## src/rtl/usb_rx_pkg.sv

```systemverilog
package usb_rx_pkg;
  typedef enum logic [1:0] {
    SYM_SE0 = 2'd0,
    SYM_J   = 2'd1,
    SYM_K   = 2'd2,
    SYM_SE1 = 2'd3
  } line_sym_e;

  typedef enum logic [1:0] {
    ST_IDLE = 2'd0,
    ST_BIT  = 2'd1,
    ST_EOP  = 2'd2
  } rx_state_e;

  localparam int unsigned MAX_ONES = 6;
endpackage

```

## src/rtl/usb_rx_sync.sv

```systemverilog
module usb_rx_sync #(
  parameter int unsigned WIDTH = 2
) (
  input  logic             clk_i,
  input  logic             rst_ni,
  input  logic [WIDTH-1:0] d_i,
  output logic [WIDTH-1:0] q_o
);
  logic [WIDTH-1:0] s1_q, s2_q;

  always_ff @(posedge clk_i or negedge rst_ni) begin
    if (!rst_ni) begin
      s1_q <= '0;
      s2_q <= '0;
    end else begin
      s1_q <= d_i;
      s2_q <= s1_q;
    end
  end

  assign q_o = s2_q;
endmodule

```

## src/rtl/usb_rx_linestate.sv

```systemverilog
module usb_rx_linestate
  import usb_rx_pkg::*;
(
  input  logic      dp_i,
  input  logic      dm_i,
  input  logic      low_speed_i,
  output line_sym_e sym_o
);
  always_comb begin
    unique case ({dp_i, dm_i})
      2'b00:   sym_o = SYM_SE0;
      2'b11:   sym_o = SYM_SE1;
      2'b10:   sym_o = low_speed_i ? SYM_K : SYM_J;
      default: sym_o = low_speed_i ? SYM_J : SYM_K;
    endcase
  end
endmodule

```

## src/rtl/usb_rx_core.sv

```systemverilog
module usb_rx_core
  import usb_rx_pkg::*;
#(
  parameter int unsigned CPB_FS = 4,
  parameter int unsigned CPB_LS = 32
) (
  input  logic      clk_i,
  input  logic      rst_ni,
  input  line_sym_e sym_i,
  input  logic      low_speed_i,
  output logic      bit_valid_o,
  output logic      bit_o,
  output logic      stuff_o,
  output logic      sop_o,
  output logic      eop_o,
  output logic      err_o
);
  localparam int unsigned CPB_MAX = (CPB_LS > CPB_FS) ? CPB_LS : CPB_FS;
  localparam int unsigned CW      = $clog2(CPB_MAX + 1);
  localparam int unsigned OW      = $clog2(MAX_ONES + 2);

  rx_state_e       state_q, state_d;
  line_sym_e       line_q, prev_q, prev_d;
  logic [CW-1:0]   cnt_q, cnt_d, reload, half;
  logic [OW-1:0]   ones_q, ones_d;
  logic            v_d, b_d, st_d, sop_d, eop_d, err_d, same;

  assign reload = low_speed_i ? CW'(CPB_LS - 1)     : CW'(CPB_FS - 1);
  assign half   = low_speed_i ? CW'(CPB_LS / 2 - 1) : CW'(CPB_FS / 2 - 1);
  assign same   = (sym_i == prev_q);

  always_comb begin
    state_d = state_q;
    prev_d  = prev_q;
    cnt_d   = cnt_q;
    ones_d  = ones_q;
    v_d     = 1'b0;
    b_d     = 1'b0;
    st_d    = 1'b0;
    sop_d   = 1'b0;
    eop_d   = 1'b0;
    err_d   = 1'b0;
    unique case (state_q)
      ST_IDLE: begin
        if (line_q == SYM_J && sym_i == SYM_K) begin
          sop_d   = 1'b1;
          state_d = ST_BIT;
          cnt_d   = half;
        end
      end
      ST_BIT: begin
        if (cnt_q != '0) begin
          cnt_d = cnt_q - CW'(1);
        end else begin
          cnt_d = reload;
          unique case (sym_i)
            SYM_SE0: state_d = ST_EOP;
            SYM_SE1: begin
              err_d   = 1'b1;
              state_d = ST_IDLE;
            end
            default: begin
              prev_d = sym_i;
              if (!same && ones_q == OW'(MAX_ONES)) begin
                st_d   = 1'b1;
                ones_d = '0;
              end else if (same && ones_q == OW'(MAX_ONES)) begin
                err_d   = 1'b1;
                state_d = ST_IDLE;
              end else if (same) begin
                v_d    = 1'b1;
                b_d    = 1'b1;
                ones_d = ones_q + OW'(1);
              end else begin
                v_d    = 1'b1;
                ones_d = '0;
              end
            end
          endcase
        end
      end
      ST_EOP: begin
        if (cnt_q != '0) begin
          cnt_d = cnt_q - CW'(1);
        end else begin
          cnt_d = reload;
          unique case (sym_i)
            SYM_SE0: state_d = ST_EOP;
            SYM_J: begin
              eop_d   = 1'b1;
              state_d = ST_IDLE;
            end
            default: begin
              err_d   = 1'b1;
              state_d = ST_IDLE;
            end
          endcase
        end
      end
      default: state_d = ST_IDLE;
    endcase
    // leaving reception: NRZI reference back to idle J, run length cleared
    if (state_d == ST_IDLE) begin
      prev_d = SYM_J;
      ones_d = '0;
    end
  end

  always_ff @(posedge clk_i or negedge rst_ni) begin
    if (!rst_ni) begin
      state_q     <= ST_IDLE;
      line_q      <= SYM_SE0;
      prev_q      <= SYM_J;
      cnt_q       <= '0;
      ones_q      <= '0;
      bit_valid_o <= 1'b0;
      bit_o       <= 1'b0;
      stuff_o     <= 1'b0;
      sop_o       <= 1'b0;
      eop_o       <= 1'b0;
      err_o       <= 1'b0;
    end else begin
      state_q     <= state_d;
      line_q      <= sym_i;
      prev_q      <= prev_d;
      cnt_q       <= cnt_d;
      ones_q      <= ones_d;
      bit_valid_o <= v_d;
      bit_o       <= b_d;
      stuff_o     <= st_d;
      sop_o       <= sop_d;
      eop_o       <= eop_d;
      err_o       <= err_d;
    end
  end

  AST_SOP_FROM_IDLE: assert property (@(posedge clk_i) disable iff (!rst_ni)
    sop_o |-> ($past(state_q) == ST_IDLE && state_q == ST_BIT));
  AST_IDLE_REF_J: assert property (@(posedge clk_i) disable iff (!rst_ni)
    (state_q == ST_IDLE) |-> (prev_q == SYM_J));
  AST_BIT_IN_RX: assert property (@(posedge clk_i) disable iff (!rst_ni)
    bit_valid_o |-> ($past(state_q) == ST_BIT));
  AST_ONES_BOUND: assert property (@(posedge clk_i) disable iff (!rst_ni)
    ones_q <= OW'(MAX_ONES));
  AST_STUFF_AFTER_SIX: assert property (@(posedge clk_i) disable iff (!rst_ni)
    stuff_o |-> ($past(ones_q) == OW'(MAX_ONES) && ones_q == '0));
  AST_EOP_TO_IDLE: assert property (@(posedge clk_i) disable iff (!rst_ni)
    eop_o |-> ($past(state_q) == ST_EOP && state_q == ST_IDLE));
  AST_ERR_TO_IDLE: assert property (@(posedge clk_i) disable iff (!rst_ni)
    err_o |-> (state_q == ST_IDLE));
  AST_ONE_PULSE: assert property (@(posedge clk_i) disable iff (!rst_ni)
    $onehot0({bit_valid_o, stuff_o, sop_o, eop_o, err_o}));
endmodule

```

## src/rtl/usb_rx_decoder.sv

```systemverilog
module usb_rx_decoder
  import usb_rx_pkg::*;
#(
  parameter int unsigned CPB_FS = 4,
  parameter int unsigned CPB_LS = 32
) (
  input  logic clk_i,
  input  logic rst_ni,
  input  logic dp_i,
  input  logic dm_i,
  input  logic low_speed_i,
  output logic bit_valid_o,
  output logic bit_o,
  output logic stuff_o,
  output logic sop_o,
  output logic eop_o,
  output logic err_o
);
  logic [1:0] pins_s;
  line_sym_e  sym;

  usb_rx_sync #(.WIDTH(2)) u_sync (
    .clk_i (clk_i),
    .rst_ni(rst_ni),
    .d_i   ({dp_i, dm_i}),
    .q_o   (pins_s)
  );

  usb_rx_linestate u_class (
    .dp_i       (pins_s[1]),
    .dm_i       (pins_s[0]),
    .low_speed_i(low_speed_i),
    .sym_o      (sym)
  );

  usb_rx_core #(.CPB_FS(CPB_FS), .CPB_LS(CPB_LS)) u_core (
    .clk_i      (clk_i),
    .rst_ni     (rst_ni),
    .sym_i      (sym),
    .low_speed_i(low_speed_i),
    .bit_valid_o(bit_valid_o),
    .bit_o      (bit_o),
    .stuff_o    (stuff_o),
    .sop_o      (sop_o),
    .eop_o      (eop_o),
    .err_o      (err_o)
  );
endmodule

```

## config.mk

```make
export PLATFORM = sky130hd
export DESIGN_NAME = usb_rx_decoder
export DESIGN_NICKNAME = d
export VERILOG_FILES = /design/src/rtl/usb_rx_pkg.sv /design/src/rtl/usb_rx_sync.sv /design/src/rtl/usb_rx_linestate.sv /design/src/rtl/usb_rx_core.sv /design/src/rtl/usb_rx_decoder.sv
export SDC_FILE = /design/constraint.sdc
export NUM_CORES = 1
export LEC_CHECK = 0
export CORE_ASPECT_RATIO = 1.75
export CORE_MARGIN = 3
export CORE_UTILIZATION = 65
export DETAILED_ROUTE_END_ITERATION = 8
export DONT_BUFFER_PORTS = 1
export GPL_TIMING_DRIVEN = 0
export PLACE_DENSITY_LB_ADDON = 0.25
export SLEW_MARGIN = 20
export SYNTH_ARGS = -nofsm -noshare
export SYNTH_HDL_FRONTEND = slang
export SYNTH_SLANG_ARGS = --single-unit
```

## constraint.sdc

```tcl
create_clock -name clk_i -period 3.9 [get_ports clk_i]
set_clock_uncertainty 0.1 [all_clocks]
set_input_delay 0.195 -clock clk_i [delete_from_list [all_inputs] [get_ports clk_i]]
set_output_delay 0.195 -clock clk_i [all_outputs]
set_load 0.01 [all_outputs]
```

==> flow_summary.toml, run 1 <==
[detailed_routing]
wl_met1_um = 1140
dr_wl_met2_um = 1750
drt_first_iter_violations = 54
wl_met3_um = 86
drc_errors = 0
ant_nets = 0
firstDrtPassIters = 4
highest_layer = "met4"
routed_wl_um = 3060
wl_per_cell_um = 16.5
viasPerCell = 6.42
vias = 1187

[floorplan]
die_area_um2 = 3010
placementRows = 22
die_w_um = 42.8
die_y_um = 70.3
initial_core_util_pct = 70.7
core_area_um2 = 2170
top_level_ports = 11

[synth]
ys_seq_area_share_pct = 40.8
ys.flop_type = "dfrtp_1"
avgSynthCellArea_um2 = 10.0
ys_ff_latch = 25
synthTopCellsByArea = "dfrtp_1 (39%), ha_1 (9.0%), nor2_1 (3.9%), a21oi_1 (2.9%), nor4_4 (2.8%)"
async_reset_ff_share_pct = 100
synth_nets = 169
syn_inst = 153
netlist_area_um2 = 1540
synth_top_area_share_pct = 39.1
ys_warn_count = 0
synth-edff-count = 0
yosysTopAreaCell = "dfrtp_1"
ys_types = 54

[global_route]
antenna_found_initial = 0
gr-usage-all-layers_pct = 23.3
grt_max_degree = 26
grt_pass1_vias = 1236
overflow = 0
grt_pass1_wl_um = 5420

[power_and_ir_drop]
power.switching_mw = 0.312
swShare_pct = 39.6
p_int_mw = 0.477
power.density_nw_per_um2 = 484
combPwrFrac_pct = 42.4
power_mw = 0.789
ir_drop_uv = 399
clockPowerShare_pct = 15.2
p_seq_share_pct = 42.4
leakagePower_nw = 0.743

[job]
maxCapViolations = 0

[placed_design]
place_hpwl_um = 2330
port_buffers = 0
gp_congestion = 0.836
placed_cells = 177
dp_slack_ps = 1070

[sta]
setup_viol = 0
final.min_clock_period_ps = 2700
hold_violations = 0
fin_ws_ps = 1200
tns_ps = 0
fmax_mhz = 370
period_share_pct = 69.3
rsz0062_at_grt = "false"
max_slew_margin_pct = 51.9
worst_slew_pin_slew_ps = 714
slew_violations = 0

[worst_setup_path]
r2r_end = "u_core.ones_q[2]$_DFFE_PN0P_"
critical_path_class = "flip-flop to flip-flop"
crit_arrival_ps = 2810
cp_max_fo = 8
crit_required_ps = 4000
critPathCapture = "u_core.ones_q[2]$_DFFE_PN0P_"
r2r-start = "u_sync.q_o[0]$_DFF_PN0_"
crit_path_end_kind = "flip-flop"
crit_start = "u_sync.q_o[0]$_DFF_PN0_"
rrSetupSlack_ps = 1200
reg2reg_depth = 8
start_kind = "flip-flop"

[cts]
cts_made_buffers = 3
clock_sinks = 25
insertion_delay_ps = 330
clk_pin_slew_ps = 140
cts_tree = "yes"
clockRootBuffer = "clkbuf_4"
htree_levels = 1
clock_path_buffers = 2
cts_setup_buffers = 0

[cells_and_area]
drive_gt1_share_pct = 14.9
final_cell_mix = "dfrtp_1 (24), nor2_1 (16), nand2_1 (11), ha_1 (11)"
area_growth_pct = 6.19
diodes = 0
final_common_cell = "dfrtp_1"
final_util_pct = 75.0
num-fill-cells = 163
instances_no_fill = 185
nNetsFinal = 178

[status]
outcome = "completed"

[worst_hold_path]
hold_class = "input port to async pin"
-- power by group through the flow --
stage / logic [mW] / registers [mW] / clock network (mW)
2_1_floorplan: 0.264 / 0.331 / 0
3_3_place_gp: 0.308 / 0.338 / 0
3_5_place_dp: 0.321 / 0.340 / 0
4_1_cts: 0.332 / 0.335 / 0.122
5_1_grt: 0.372 / 0.342 / 0.133
6_report: 0.335 / 0.335 / 0.120
-- state kept, by name, summed over array words and instances (netlist names), 2 cells and up --
signal,count
u_sync.q_o,2
u_sync.s1_q,2
u_core.line_q,2
u_core.ones_q,3
u_core.prev_q,2
u_core.state_q,2
u_core.cnt_q,6
-- cell type report --
type	count	area (um2)	area share, %
repair buffers	4	35.0	2.15
clock inverters	1	7.51	0.460
inverters	9	33.8	2.07
clock buffers	3	22.5	1.38
flip-flops and latches	25	627	38.4
well taps	24	30.0	1.84
multi-input cells	114	842	51.6
plain buffers	5	33.8	2.07
-- layer usage --
| metal | track usage, % | up-vias |
|---|---|---|
| met5 | 0 | - |
| met2 | 41.6 | 19 |
| met1 | 25.3 | 595 |
| met4 | 11.8 | 0 |
| li1 | - | 566 |
| met3 | 3.35 | 7 |
-- Yosys cell counts (3+ instances only) --
master	number
nand3b_1	3
nand3_1	3
inv_1	9
clkbuf_1	3
a21oi_1	9
ha_1	11
nor2b_1	3
or3_1	3
nor2_1	16
dfrtp_1	24
nand2_1	11
o21ai_0	8
-- stage by stage --
stage,hold slack (ps),cell area (um2)
after global placement,-200,1570
final,268,1630
after CTS,277,1630
after floorplan,-201,1540
after detailed placement,-200,1570
after global routing,286,1630
-- cells by family (layout without fill, tap and decap cells) --
family,after synthesis,in the layout,synth area share (%)
buffers and inverters,14,22,4.40
multiplexers,3,3,2.12
adder cells (fa/ha/maj),11,11,8.96
AO/OA/AOI/OAI,35,35,15.7
flip-flops,25,25,40.8
AND/OR/NAND/NOR,64,64,27.4
XOR/XNOR,1,1,0.570
-- worst min-delay path by stage --
| stage | cells after the start | slack, ps | endpoint |
|---|---|---|---|
| floorplan | 0 | -200 | u_core.bit_o$_DFF_PN0_ |
| CTS | 3 | 280 | u_core.cnt_q[3]$_DFFE_PN0P_ |
| global route | 0 | 290 | u_sync.q_o[1]$_DFF_PN0_ |
| finish | 2 | 270 | u_core.cnt_q[5]$_DFFE_PN0P_ |
| global placement | 0 | -200 | u_core.eop_o$_DFF_PN0_ |
| detailed placement | 0 | -200 | u_core.eop_o$_DFF_PN0_ |
-- worst max-delay path, stage by stage (launching register included) --
cell	delay (ps)
dfrtp_1	490
mux2_2	250
inv_1	100
ha_1	370
nor2b_1	80
o21ai_0	570
nor2_8	60
nor4_4	420
nor4_1	120
-- what timing repair did --
action / CTS / global route
gates resized for setup: 0 / 0
endpoints found under the setup margin: 0 / 0
hold buffers: 3 / 1
hold endpoints to repair: 27 / 24
No activity file was read; power rests on OpenSTA's default activity.
==> inputs of run 2 (changes only) <==
--- a/config.mk
+++ b/config.mk
@@ -7,7 +7,7 @@
 export LEC_CHECK = 0
 export CORE_ASPECT_RATIO = 1.75
 export CORE_MARGIN = 3
-export CORE_UTILIZATION = 65
+export CORE_UTILIZATION = 62
 export DETAILED_ROUTE_END_ITERATION = 8
 export DONT_BUFFER_PORTS = 1
 export GPL_TIMING_DRIVEN = 0
==> constraint.sdc (replaced) <==
create_clock -name clk_i -period 2.5 [get_ports clk_i]
set_clock_uncertainty 0.1 [all_clocks]
set_input_delay 0.125 -clock clk_i [delete_from_list [all_inputs] [get_ports clk_i]]
set_output_delay 0.125 -clock clk_i [all_outputs]
set_load 0.01 [all_outputs]
==> flow_summary.toml, run 2 (synthesized netlist as in run 1, its figures left out) <==
[power_and_ir_drop]
combPwrFrac_pct = 44.4
p_seq_share_pct = 38.5
power.density_nw_per_um2 = 791
ir_drop_uv = 385
swShare_pct = 37.6
p_int_mw = 0.852
power.switching_mw = 0.512
clockPowerShare_pct = 17.1
power_mw = 1.36
leakagePower_nw = 0.779

[worst_setup_path]
r2r-start = "u_sync.q_o[0]$_DFF_PN0_"
r2r_end = "u_core.ones_q[1]$_DFFE_PN0P_"
reg2reg_depth = 8
cp_max_fo = 6
start_kind = "flip-flop"
critical_path_class = "flip-flop to flip-flop"
crit_path_end_kind = "flip-flop"
crit_required_ps = 2540
rrSetupSlack_ps = 60
crit_arrival_ps = 2480

[cells_and_area]
area_growth_pct = 12.3
largest-register = "u_core.cnt_q"
final_area_um2 = 1730
final_util_pct = 74.0
top_regs = "u_core.cnt_q: 6 flops, u_core.ones_q: 3 flops"
drive_gt1_share_pct = 22.2
nNetsFinal = 184
diodes = 0
final_cell_mix = "dfrtp_1 (23), nor2_1 (15), nand2_1 (11), ha_1 (10)"
final_common_cell = "dfrtp_1"
largest_reg_flops = 6
num-fill-cells = 163

[global_route]
gr-usage-all-layers_pct = 22.6
use_met2_pct = 41.2
grt_max_degree = 26
antenna_found_initial = 0
grt_pass1_vias = 1205
grt_pass1_wl_um = 5380
use_met1_pct = 24.1
overflow = 0
use_met3_pct = 2.26
grt.busiest_layer = "met2"

[cts]
clock_path_buffers = 2
cts_tree = "yes"
insertion_delay_ps = 270
clockRootBuffer = "clkbuf_8"
htree_levels = 1
clk_pin_slew_ps = 80
clock_sinks = 25
cts_made_buffers = 3

[floorplan]
core_area_um2 = 2330
die_y_um = 71.9
top_level_ports = 11
initial_core_util_pct = 65.9
die_w_um = 43.6
placementRows = 23
die_area_um2 = 3140

[sta]
final.min_clock_period_ps = 2440
period_share_pct = 97.6
max_slew_margin_pct = 64.5
slew_violations = 0
fmax_mhz = 410
setup_viol = 0
hold_violations = 0
tns_ps = 0
worst_slew_pin_slew_ps = 526
fin_ws_ps = 60.2

[worst_hold_path]
min_from = "low_speed_i"
min_path_cells = 3
hold_path_end = "u_core.cnt_q[3]$_DFFE_PN0P_"
hold_class = "input port to flip-flop"

[placed_design]
place_hpwl_um = 2380
placed_area_um2 = 1570
gp_congestion = 0.883
port_buffers = 0
dp_slack_ps = -173

[detailed_routing]
vias = 1215
ant_nets = 0
routed_wl_um = 3210
drc_errors = 0
drt_first_iter_violations = 57
wl_per_cell_um = 16.7
firstDrtPassIters = 6
viasPerCell = 6.33

[job]
maxCapViolations = 0

[status]
outcome = "completed"
==> run 2: cell count changes in the layout (fill, tap and decap cells not counted), sizes merged <==
cell,delta
clkbuf,+1
buf,+6
clkinvlp,-1
==> run 2: cell type report <==
class	count	area [um2]	area share (%)
Sequential cell	25	628	36.4
Tap cell	25	31.3	1.81
Multi-Input combinational cell	114	873	50.6
Timing Repair Buffer	10	80.1	4.64
Clock buffer	4	45.0	2.61
Inverter	9	33.8	1.96
Buffer	5	33.8	1.96
==> run 2: critical path: stages, from the launching register on <==
cell     delay (ps)
dfrtp_2         440
mux2_2          320
inv_1           130
ha_1            180
nand2_1          50
o21ai_0         430
a21oi_1         220
nor4_4          350
nor4b_2         100
==> run 2: power groups by stage <==
stage | Sequential, mW | Combinational [mW] | Clock, mW
5_1_grt | 0.535 | 0.673 | 0.254
2_1_floorplan | 0.516 | 0.412 | 0
6_report | 0.525 | 0.606 | 0.233
4_1_cts | 0.522 | 0.525 | 0.242
3_5_place_dp | 0.531 | 0.502 | 0
3_3_place_gp | 0.526 | 0.480 | 0
==> run 2: what timing repair did <==
action,in CTS,in global routing
hold buffers,3,1
gates cloned,0,0
setup buffers,0,6
resized for setup,2,8
endpoints found under the setup margin,5,7
hold endpoints to repair,27,24
pin swaps,0,3
==> run 2: worst max path at each step <==
stage | start | end | slack, ps | cells past startpoint
5_1_grt | u_sync.q_o[0]$_DFF_PN0_ | u_core.ones_q[1]$_DFFE_PN0P_ | -100 | 8
3_5_place_dp | low_speed_i | u_core.ones_q[1]$_DFFE_PN0P_ | -170 | 9
3_3_place_gp | low_speed_i | u_core.prev_q[0]$_DFFE_PN1P_ | -130 | 9
2_1_floorplan | low_speed_i | u_core.prev_q[0]$_DFFE_PN1P_ | 150 | 9
6_report | u_sync.q_o[0]$_DFF_PN0_ | u_core.ones_q[1]$_DFFE_PN0P_ | 60 | 8
4_1_cts | u_sync.q_o[0]$_DFF_PN0_ | u_core.ones_q[1]$_DFFE_PN0P_ | 60 | 9
==> run 2: layer usage <==
| metal | wire length [um] | vias up |
|---|---|---|
| li1 | - | 579 |
| met1 | 1140 | 598 |
| met2 | 1880 | 25 |
| met3 | 73 | 13 |
| met4 | 121 | 0 |
| met5 | 0 | - |
==> run 2: per-stage QoR <==
stage                     hold slack (ps)  std cells
after floorplan                      -271        153
after global placement               -270        178
after detailed placement             -270        178
after CTS                             234        185
after global routing                  262        192
final                                 242        192
